$ cat src/rtl/tick_pkg.sv
package tick_pkg;

  // Reload that yields 2**rate_log2 interrupts per second on a 2**base_log2 base.
  function automatic int unsigned rate_reload(input int unsigned base_log2,
                                              input int unsigned rate_log2);
    return (32'd1 << (base_log2 - rate_log2)) - 32'd1;
  endfunction

  // A rate is usable only when it does not exceed the base rate.
  function automatic bit rate_ok(input int unsigned base_log2,
                                 input int unsigned rate_log2);
    return rate_log2 <= base_log2;
  endfunction

endpackage

$ cat src/rtl/tick_cfg_regs.sv
module tick_cfg_regs #(
  parameter int BASE_LOG2 = 7,
  parameter int CNT_W     = BASE_LOG2,
  parameter int RATE_W    = 4
) (
  input  logic              clk,
  input  logic              rst_n,
  input  logic              reg_wr,
  input  logic [CNT_W:0]    reg_wdata,
  input  logic              cnt_wr,
  input  logic [CNT_W-1:0]  cnt_wdata,
  input  logic              rate_wr,
  input  logic [RATE_W-1:0] rate_sel,
  output logic              en_q,
  output logic [CNT_W-1:0]  reload_q,
  output logic              arm,
  output logic [CNT_W-1:0]  arm_value
);
  import tick_pkg::*;

  logic             rate_valid;
  logic [CNT_W-1:0] rate_value;

  assign rate_valid = rate_ok(BASE_LOG2, 32'(rate_sel));
  assign rate_value = CNT_W'(rate_reload(BASE_LOG2, 32'(rate_sel)));

  // Start of a fresh period: enable goes from clear to set.
  assign arm       = reg_wr && reg_wdata[CNT_W] && !en_q;
  assign arm_value = reg_wdata[CNT_W-1:0];

  always_ff @(posedge clk or negedge rst_n) begin
    if (!rst_n) begin
      en_q     <= 1'b0;
      reload_q <= '0;
    end else if (reg_wr) begin
      en_q     <= reg_wdata[CNT_W];
      reload_q <= reg_wdata[CNT_W-1:0];
    end else if (cnt_wr) begin
      reload_q <= cnt_wdata;
    end else if (rate_wr && rate_valid) begin
      reload_q <= rate_value;
    end
  end

endmodule

$ cat src/rtl/tick_down_counter.sv
module tick_down_counter #(
  parameter int CNT_W = 7
) (
  input  logic             clk,
  input  logic             rst_n,
  input  logic             en,
  input  logic             arm,
  input  logic [CNT_W-1:0] arm_value,
  input  logic [CNT_W-1:0] reload,
  input  logic             base_tick,
  output logic [CNT_W-1:0] count_q,
  output logic             fire
);
  logic at_zero;
  logic step;

  assign at_zero = (count_q == '0);
  assign step    = en && base_tick && !arm;
  assign fire    = step && at_zero;

  always_ff @(posedge clk or negedge rst_n) begin
    if (!rst_n) begin
      count_q <= '0;
    end else if (arm) begin
      count_q <= arm_value;
    end else if (step) begin
      count_q <= at_zero ? reload : count_q - 1'b1;
    end
  end

endmodule

$ cat src/rtl/tick_pend_flag.sv
module tick_pend_flag (
  input  logic clk,
  input  logic rst_n,
  input  logic fire,
  input  logic clr,
  output logic pend_q,
  output logic evt_q
);
  always_ff @(posedge clk or negedge rst_n) begin
    if (!rst_n) begin
      pend_q <= 1'b0;
      evt_q  <= 1'b0;
    end else begin
      evt_q <= fire;
      if (fire)     pend_q <= 1'b1;
      else if (clr) pend_q <= 1'b0;
    end
  end
endmodule

$ cat src/rtl/tick_irq_gen.sv
module tick_irq_gen #(
  parameter int BASE_LOG2 = 7,
  localparam int CNT_W    = BASE_LOG2,
  localparam int RATE_W   = $clog2(BASE_LOG2 + 1) + 1
) (
  input  logic              clk,
  input  logic              rst_n,
  input  logic              base_tick,
  input  logic              reg_wr,
  input  logic [CNT_W:0]    reg_wdata,
  input  logic              cnt_wr,
  input  logic [CNT_W-1:0]  cnt_wdata,
  input  logic              rate_wr,
  input  logic [RATE_W-1:0] rate_sel,
  input  logic              pend_clr,
  output logic [CNT_W:0]    cfg_rdata,
  output logic [CNT_W-1:0]  cur_count,
  output logic              irq,
  output logic              tick_evt
);
  logic             en_w;
  logic [CNT_W-1:0] reload_w;
  logic             arm_w;
  logic [CNT_W-1:0] arm_val_w;
  logic             fire_w;

  tick_cfg_regs #(.BASE_LOG2(BASE_LOG2), .CNT_W(CNT_W), .RATE_W(RATE_W)) u_cfg (
    .clk(clk), .rst_n(rst_n),
    .reg_wr(reg_wr), .reg_wdata(reg_wdata),
    .cnt_wr(cnt_wr), .cnt_wdata(cnt_wdata),
    .rate_wr(rate_wr), .rate_sel(rate_sel),
    .en_q(en_w), .reload_q(reload_w),
    .arm(arm_w), .arm_value(arm_val_w)
  );

  tick_down_counter #(.CNT_W(CNT_W)) u_cnt (
    .clk(clk), .rst_n(rst_n),
    .en(en_w), .arm(arm_w), .arm_value(arm_val_w),
    .reload(reload_w), .base_tick(base_tick),
    .count_q(cur_count), .fire(fire_w)
  );

  tick_pend_flag u_pend (
    .clk(clk), .rst_n(rst_n),
    .fire(fire_w), .clr(pend_clr),
    .pend_q(irq), .evt_q(tick_evt)
  );

  assign cfg_rdata = {en_w, reload_w};

endmodule

$ cat config.mk
export PLATFORM = sky130hd
export DESIGN_NAME = tick_irq_gen
export DESIGN_NICKNAME = d
export VERILOG_FILES = /design/src/rtl/tick_pkg.sv /design/src/rtl/tick_cfg_regs.sv /design/src/rtl/tick_down_counter.sv /design/src/rtl/tick_pend_flag.sv /design/src/rtl/tick_irq_gen.sv
export SDC_FILE = /design/constraint.sdc
export NUM_CORES = 1
export LEC_CHECK = 0
export ABC_CLOCK_PERIOD_IN_PS = 3000
export BUFFER_PORTS_ARGS = -buffer_cell sky130_fd_sc_hd__buf_2
export CAP_MARGIN = 20
export CORE_MARGIN = 5
export CORE_UTILIZATION = 48
export DETAILED_ROUTE_END_ITERATION = 7
export PLACE_DENSITY = 0.79
export SYNTH_ARGS = -nofsm -noshare
export SYNTH_HDL_FRONTEND = slang
export SYNTH_SLANG_ARGS = --single-unit
$ cat constraint.sdc
create_clock -name clk -period 3 [get_ports clk]
set_clock_uncertainty 0.15 [all_clocks]
set_input_delay 0.3 -clock clk [delete_from_list [all_inputs] [get_ports clk]]
set_output_delay 0.3 -clock clk [all_outputs]
set_load 0.05 [all_outputs]
---- After elaboration in Yosys (flattened, before gate mapping) ----
Index checks and enable logic that the tools add are counted.
storage, ports and cells
  input port bits ......................... 26
  register bits after elaboration ......... 17
  output and inout port bits .............. 17
  logic and storage cells ................. 30
operators by class
  add/subtract/negate cells ............... 3
  shift-type cells ........................ 1
  reductions and logical operators ........ 12
  muxes and demuxes ....................... 8
  order comparisons ....................... 1
operator list
  kind                                                            number
  two-way mux 7 bit                                               6
  left shift 1 x 32 -> 7 bit, first input constant                1
  subtractor 7 x 1 -> 7 bit, second input constant                2
  logical NOT 7 bit                                               1
  logical AND 1 bit                                               6
  subtractor 3 x 4 -> 5 bit, first input constant                 1
  less-or-equal comparator 4 x 3 -> 1 bit, second input constant  1
  nonzero test 2 bit                                              2
  nonzero test 3 bit                                              1
  logical NOT 1 bit                                               2
  two-way mux 1 bit                                               2

---- Logic depth before layout (Yosys ltp) ----
  word-level depth ........................ 6
  mapped depth ............................ 7
  depth with buffers taken out ............ 7

---- By module ----
A second synthesis with hierarchy kept.
unflattened totals
  cell total of the unflattened synthesis .. 142
  area total of the unflattened synthesis .. 1206.2 um^2
by module, submodules not included
  module             sequential area each (um^2)  area an instance (um^2)  instances  cells each
  tick_cfg_regs      200.2                        604.3                    1          77
  tick_down_counter  175.2                        533.0                    1          60
  tick_pend_flag     50.0                         61.3                     1          4
  tick_irq_gen       0.0                          7.5                      1          1

---- Least setup slack after synthesis ----
OpenSTA, ideal clock, no wires.
  path type ............................... reg-to-reg
  start ................................... register u_cnt.count_q[0]
  end ..................................... register u_cnt.count_q[3]
  library setup time ...................... 126 ps
  clock period less this slack ............ 2468 ps
  setup slack ............................. 532 ps
  stages on the path, launching flop included .. 7
  required time ........................... 2724 ps
  arrival ................................. 2192 ps
  buffers on the path ..................... 0
  path through ............................ dfrtp_1 inv_1 ha_1 or3b_4 or4_4 o21ba_2 a221o_1
on the way
  cells in the longest elaborated chain, start to end .. 4
  elaborated cells on any way between the ends .. 5
  classes of those cells .................. add/sub (1); mux (3); reduce/logical (1)
ends and longest elaborated chain
  what                                                            line                                              text
  start: declaration                                              tick_down_counter.sv:11                           output logic [CNT_W-1:0] count_q,
  start signal: assignment                                        tick_down_counter.sv:25                           count_q <= arm_value;
  start signal: assignment                                        tick_down_counter.sv:27                           count_q <= at_zero ? reload : count_q - 1'b1;
  subtractor 7 x 1 -> 7 bit or logical NOT 7 bit (tied branches)  tick_down_counter.sv:27, tick_down_counter.sv:17
  two-way mux 7 bit *                                             tick_down_counter.sv:27
  two-way mux 7 bit *                                             tick_down_counter.sv:26                           end else if (step) begin
  two-way mux 7 bit *                                             tick_down_counter.sv:24                           end else if (arm) begin
Every way passes the cells marked *; elsewhere a longest branch is shown, timed or not. The select of a mux whose other input is x is not followed.
A chain may end at the register's enable or synchronous reset.

---- Worst setup path in the final report ----
Same ends and word-level chain as after synthesis.

==> flow_metrics.tcl <==
set metrics [dict create \
    hp-start "pend_clr" \
    path_max_fanout 11 \
    crit_family "simple AND/OR/NAND/NOR gates" \
    drv_slew 0 \
    dpl-instance-area_sq_mm 0.001320 \
    ys_top_cells_by_area "dfrtp_1, nand2_1, nor2_1" \
    grt_use_met3 0.01336 \
    synth_largest_area_cell "dfrtp_1" \
    ys_ff_latch 17 \
    post-route-drc-count 0 \
    rsz0062_at_grt "no" \
    hold_class "in2reg" \
    dr.pass1.iters 4 \
    insertion_delay_ps 290 \
    hold_viol 0 \
    power.leakage_nw 0.6520 \
    timing.setup.tns_ps 0 \
    cts_buffer_depth 2 \
    cp-end-kind "register" \
    wl_per_cell_um 15.04 \
    cts_max_level 1 \
    grt_first_pass_wirelength_um 4899 \
    cp-start-kind "register" \
    cp.arrival_ps 2430 \
    postSynthNetCount 156 \
    final_nets 198 \
    post-route-min-period_ps 2396 \
    cp-startpoint "u_cnt.count_q[0]$_DFFE_PN0P_" \
    start_util 0.5011 \
    antenna_found_initial 0 \
    rows 17 \
    ant_nets 0 \
    drv_cap 0 \
    cp_cell_sequence "inv_1, ha_1, or3b_4, or4_4, o21ba_2, a221o_1" \
    pwr_density_cell_mw_per_mm2 689.3 \
    power_mw 0.9357 \
    worstSetupPathType "reg2reg" \
    syn_area_per_cell_sq_um 8.661 \
    coreArea_sq_mm 0.002212 \
    synth_warnings 0 \
    finalCritPeriodShare 0.7986 \
    cts.clk_slew.worst_paths_ps 100 \
    grt_max_degree 18 \
    tritoncts "done" \
    vias 1108 \
    fin_cells 197 \
    dp_cells 192 \
    r2r-start "u_cnt.count_q[0]$_DFFE_PN0P_" \
    area_delta_synth_final_pct 22.46 \
    slew_headroom 0.7379 \
    fmax_mhz 417.4 \
    syn_inst 128 \
    status "complete, no violations" \
    gp_congestion 0.7935 \
    slowest_stage "or4_4" \
    n_antenna_cell 0 \
    grtUsageMet1 0.2134 \
    synth_top_area_frac 0.3837 \
    gr-usage-all-layers 0.1829 \
    die_width_um 58.06 \
    synth-seq-area-share 0.3837 \
    clock_tree.root_cell "clkbuf_4" \
    io_pins 43 \
    mostFrequentLayoutCell "buf_2" \
    chipHeight_um 58.06 \
    peakVddDrop_mv 0.4168 \
    layout_common_cells "buf_2, dfrtp_1, nand2_1, nor2_1, o21ai_0" \
    grt_overflow 0 \
    hpwlAfterDp_um 2284 \
    routed_wirelength_um 2963 \
    critPathMaxStageDelay_ps 510 \
    dieArea_sq_mm 0.003370 \
    fin_util 0.6137 \
    grt_use_met2 0.3484 \
    cp_num_buf_inv 1 \
    clock-sinks 17 \
    busiest_layer "met2" \
    netlist_area_sq_mm 0.001109 \
    worst_slew_pin_slew_ps 393.2 \
    fin_area_sq_mm 0.001358 \
    cts_made_buffers 3 \
    grt_pass1_vias 1084 \
    drtIter0Drc 43 \
    drive_above_1_share 0.2959 \
    vias_per_cell 5.624 \
    setup_viol 0 \
    port_buffers 42 \
    cp_data_required_time_ps 3030 \
    synth.distinct_cells 40 \
    postCtsSetupRepairBufs 0 \
    n_fill_cell 215 \
]
==> power breakdown <==
part	internal, mW	switching (mW)
Clock	0.0495	0.0740
Combinational	0.151	0.312
Sequential	0.278	0.0710
==> cells by family after synthesis <==
group	share of synthesized area
simple gates	0.2551
compound gates	0.2336
flops	0.3837
buf+inv	0.05418
xor+xnor	0.02371
mux	0.02709
fa+ha+maj	0.02257
==> state kept, by name (all words and copies together), names as in the netlist <==
signal	cells
u_pend.evt_q	1
u_pend.pend_q	1
u_cnt.count_q	7
u_cfg.en_q	1
u_cfg.reload_q	7
==> cell type report <==
cell class	instances	area, sq um	share of cell area
multi-input combinational	98	623.1	0.4590
sequential	17	425.4	0.3134
timing repair buffer	43	220.2	0.1622
tap	28	35.03	0.02581
inverter	7	26.28	0.01935
clock buffer	3	22.52	0.01659
clock inverter	1	5.005	0.003687
==> cells in the mapped netlist <==
cell type / n
a21oi_1: 5
o21ba_2: 1
xnor2_1: 2
o311ai_0: 1
nor2b_1: 3
and2_1: 1
dfrtp_1: 17
buf_6: 1
a211oi_1: 1
nand2_1: 13
o31ai_2: 1
nor3_1: 1
o211ai_1: 4
a31oi_1: 5
nand2b_1: 4
or4_4: 1
inv_1: 7
mux2i_1: 3
nor3b_1: 4
ha_1: 2
nand3_1: 4
xor2_1: 1
a22oi_1: 4
o22ai_1: 2
and3_1: 2
a221o_1: 2
or3b_4: 1
o21ai_0: 8
nor4_1: 1
and3b_1: 1
and2_0: 1
clkbuf_1: 4
buf_4: 1
nor4bb_1: 1
o2111ai_1: 1
nand3b_1: 1
or3_1: 1
or4_1: 1
nor2_1: 11
o31ai_1: 3
==> worst register-to-register path: stages, from the launching register on <==
cell and delay, ps:
dfrtp_1 430, inv_1 90, ha_1 170, or3b_4 400, or4_4 510, o21ba_2 230
a221o_1 310
==> worst paths after layout <==
check	slack [ps]	to	depth (start not counted)
max	600	u_cnt.count_q[3]$_DFFE_PN0P_	6
min	50	u_pend.pend_q$_DFFE_PN0P_	2
max reg2reg	600	u_cnt.count_q[3]$_DFFE_PN0P_	6
min reg2reg	390	u_pend.pend_q$_DFFE_PN0P_	2
max in group asynchronous	2120	u_cfg.reload_q[6]$_DFFE_PN0P_	2
min in group asynchronous	300	u_cnt.count_q[4]$_DFFE_PN0P_	2
==> per-stage QoR <==
stage / hold WS [ps] / worst slack [ps]
finish: 49.08 / 604.2
global route: 43.98 / 521.4
CTS: 35.53 / 609.4
detailed placement: 95.79 / 630.9
global placement: 87.98 / 685.4
floorplan: -145.6 / 531.7
==> routing by layer <==
| metal | wire (um) | vias to the layer above | part of all wire |
|---|---|---|---|
| met5 | 0 | - | 0 |
| met4 | 27 | 0 | 0.0091 |
| met3 | 210 | 2 | 0.071 |
| met2 | 1534 | 45 | 0.52 |
| met1 | 1191 | 508 | 0.40 |
| li1 | - | 553 | - |
==> repair_timing <==
| item | 4_1_cts | 5_1_grt |
|---|---|---|
| resized for setup | 0 | 0 |
| hold buffers | 1 | 0 |
| endpoints found under the hold margin | 17 | 0 |
(Power assumes the default switching activity.)
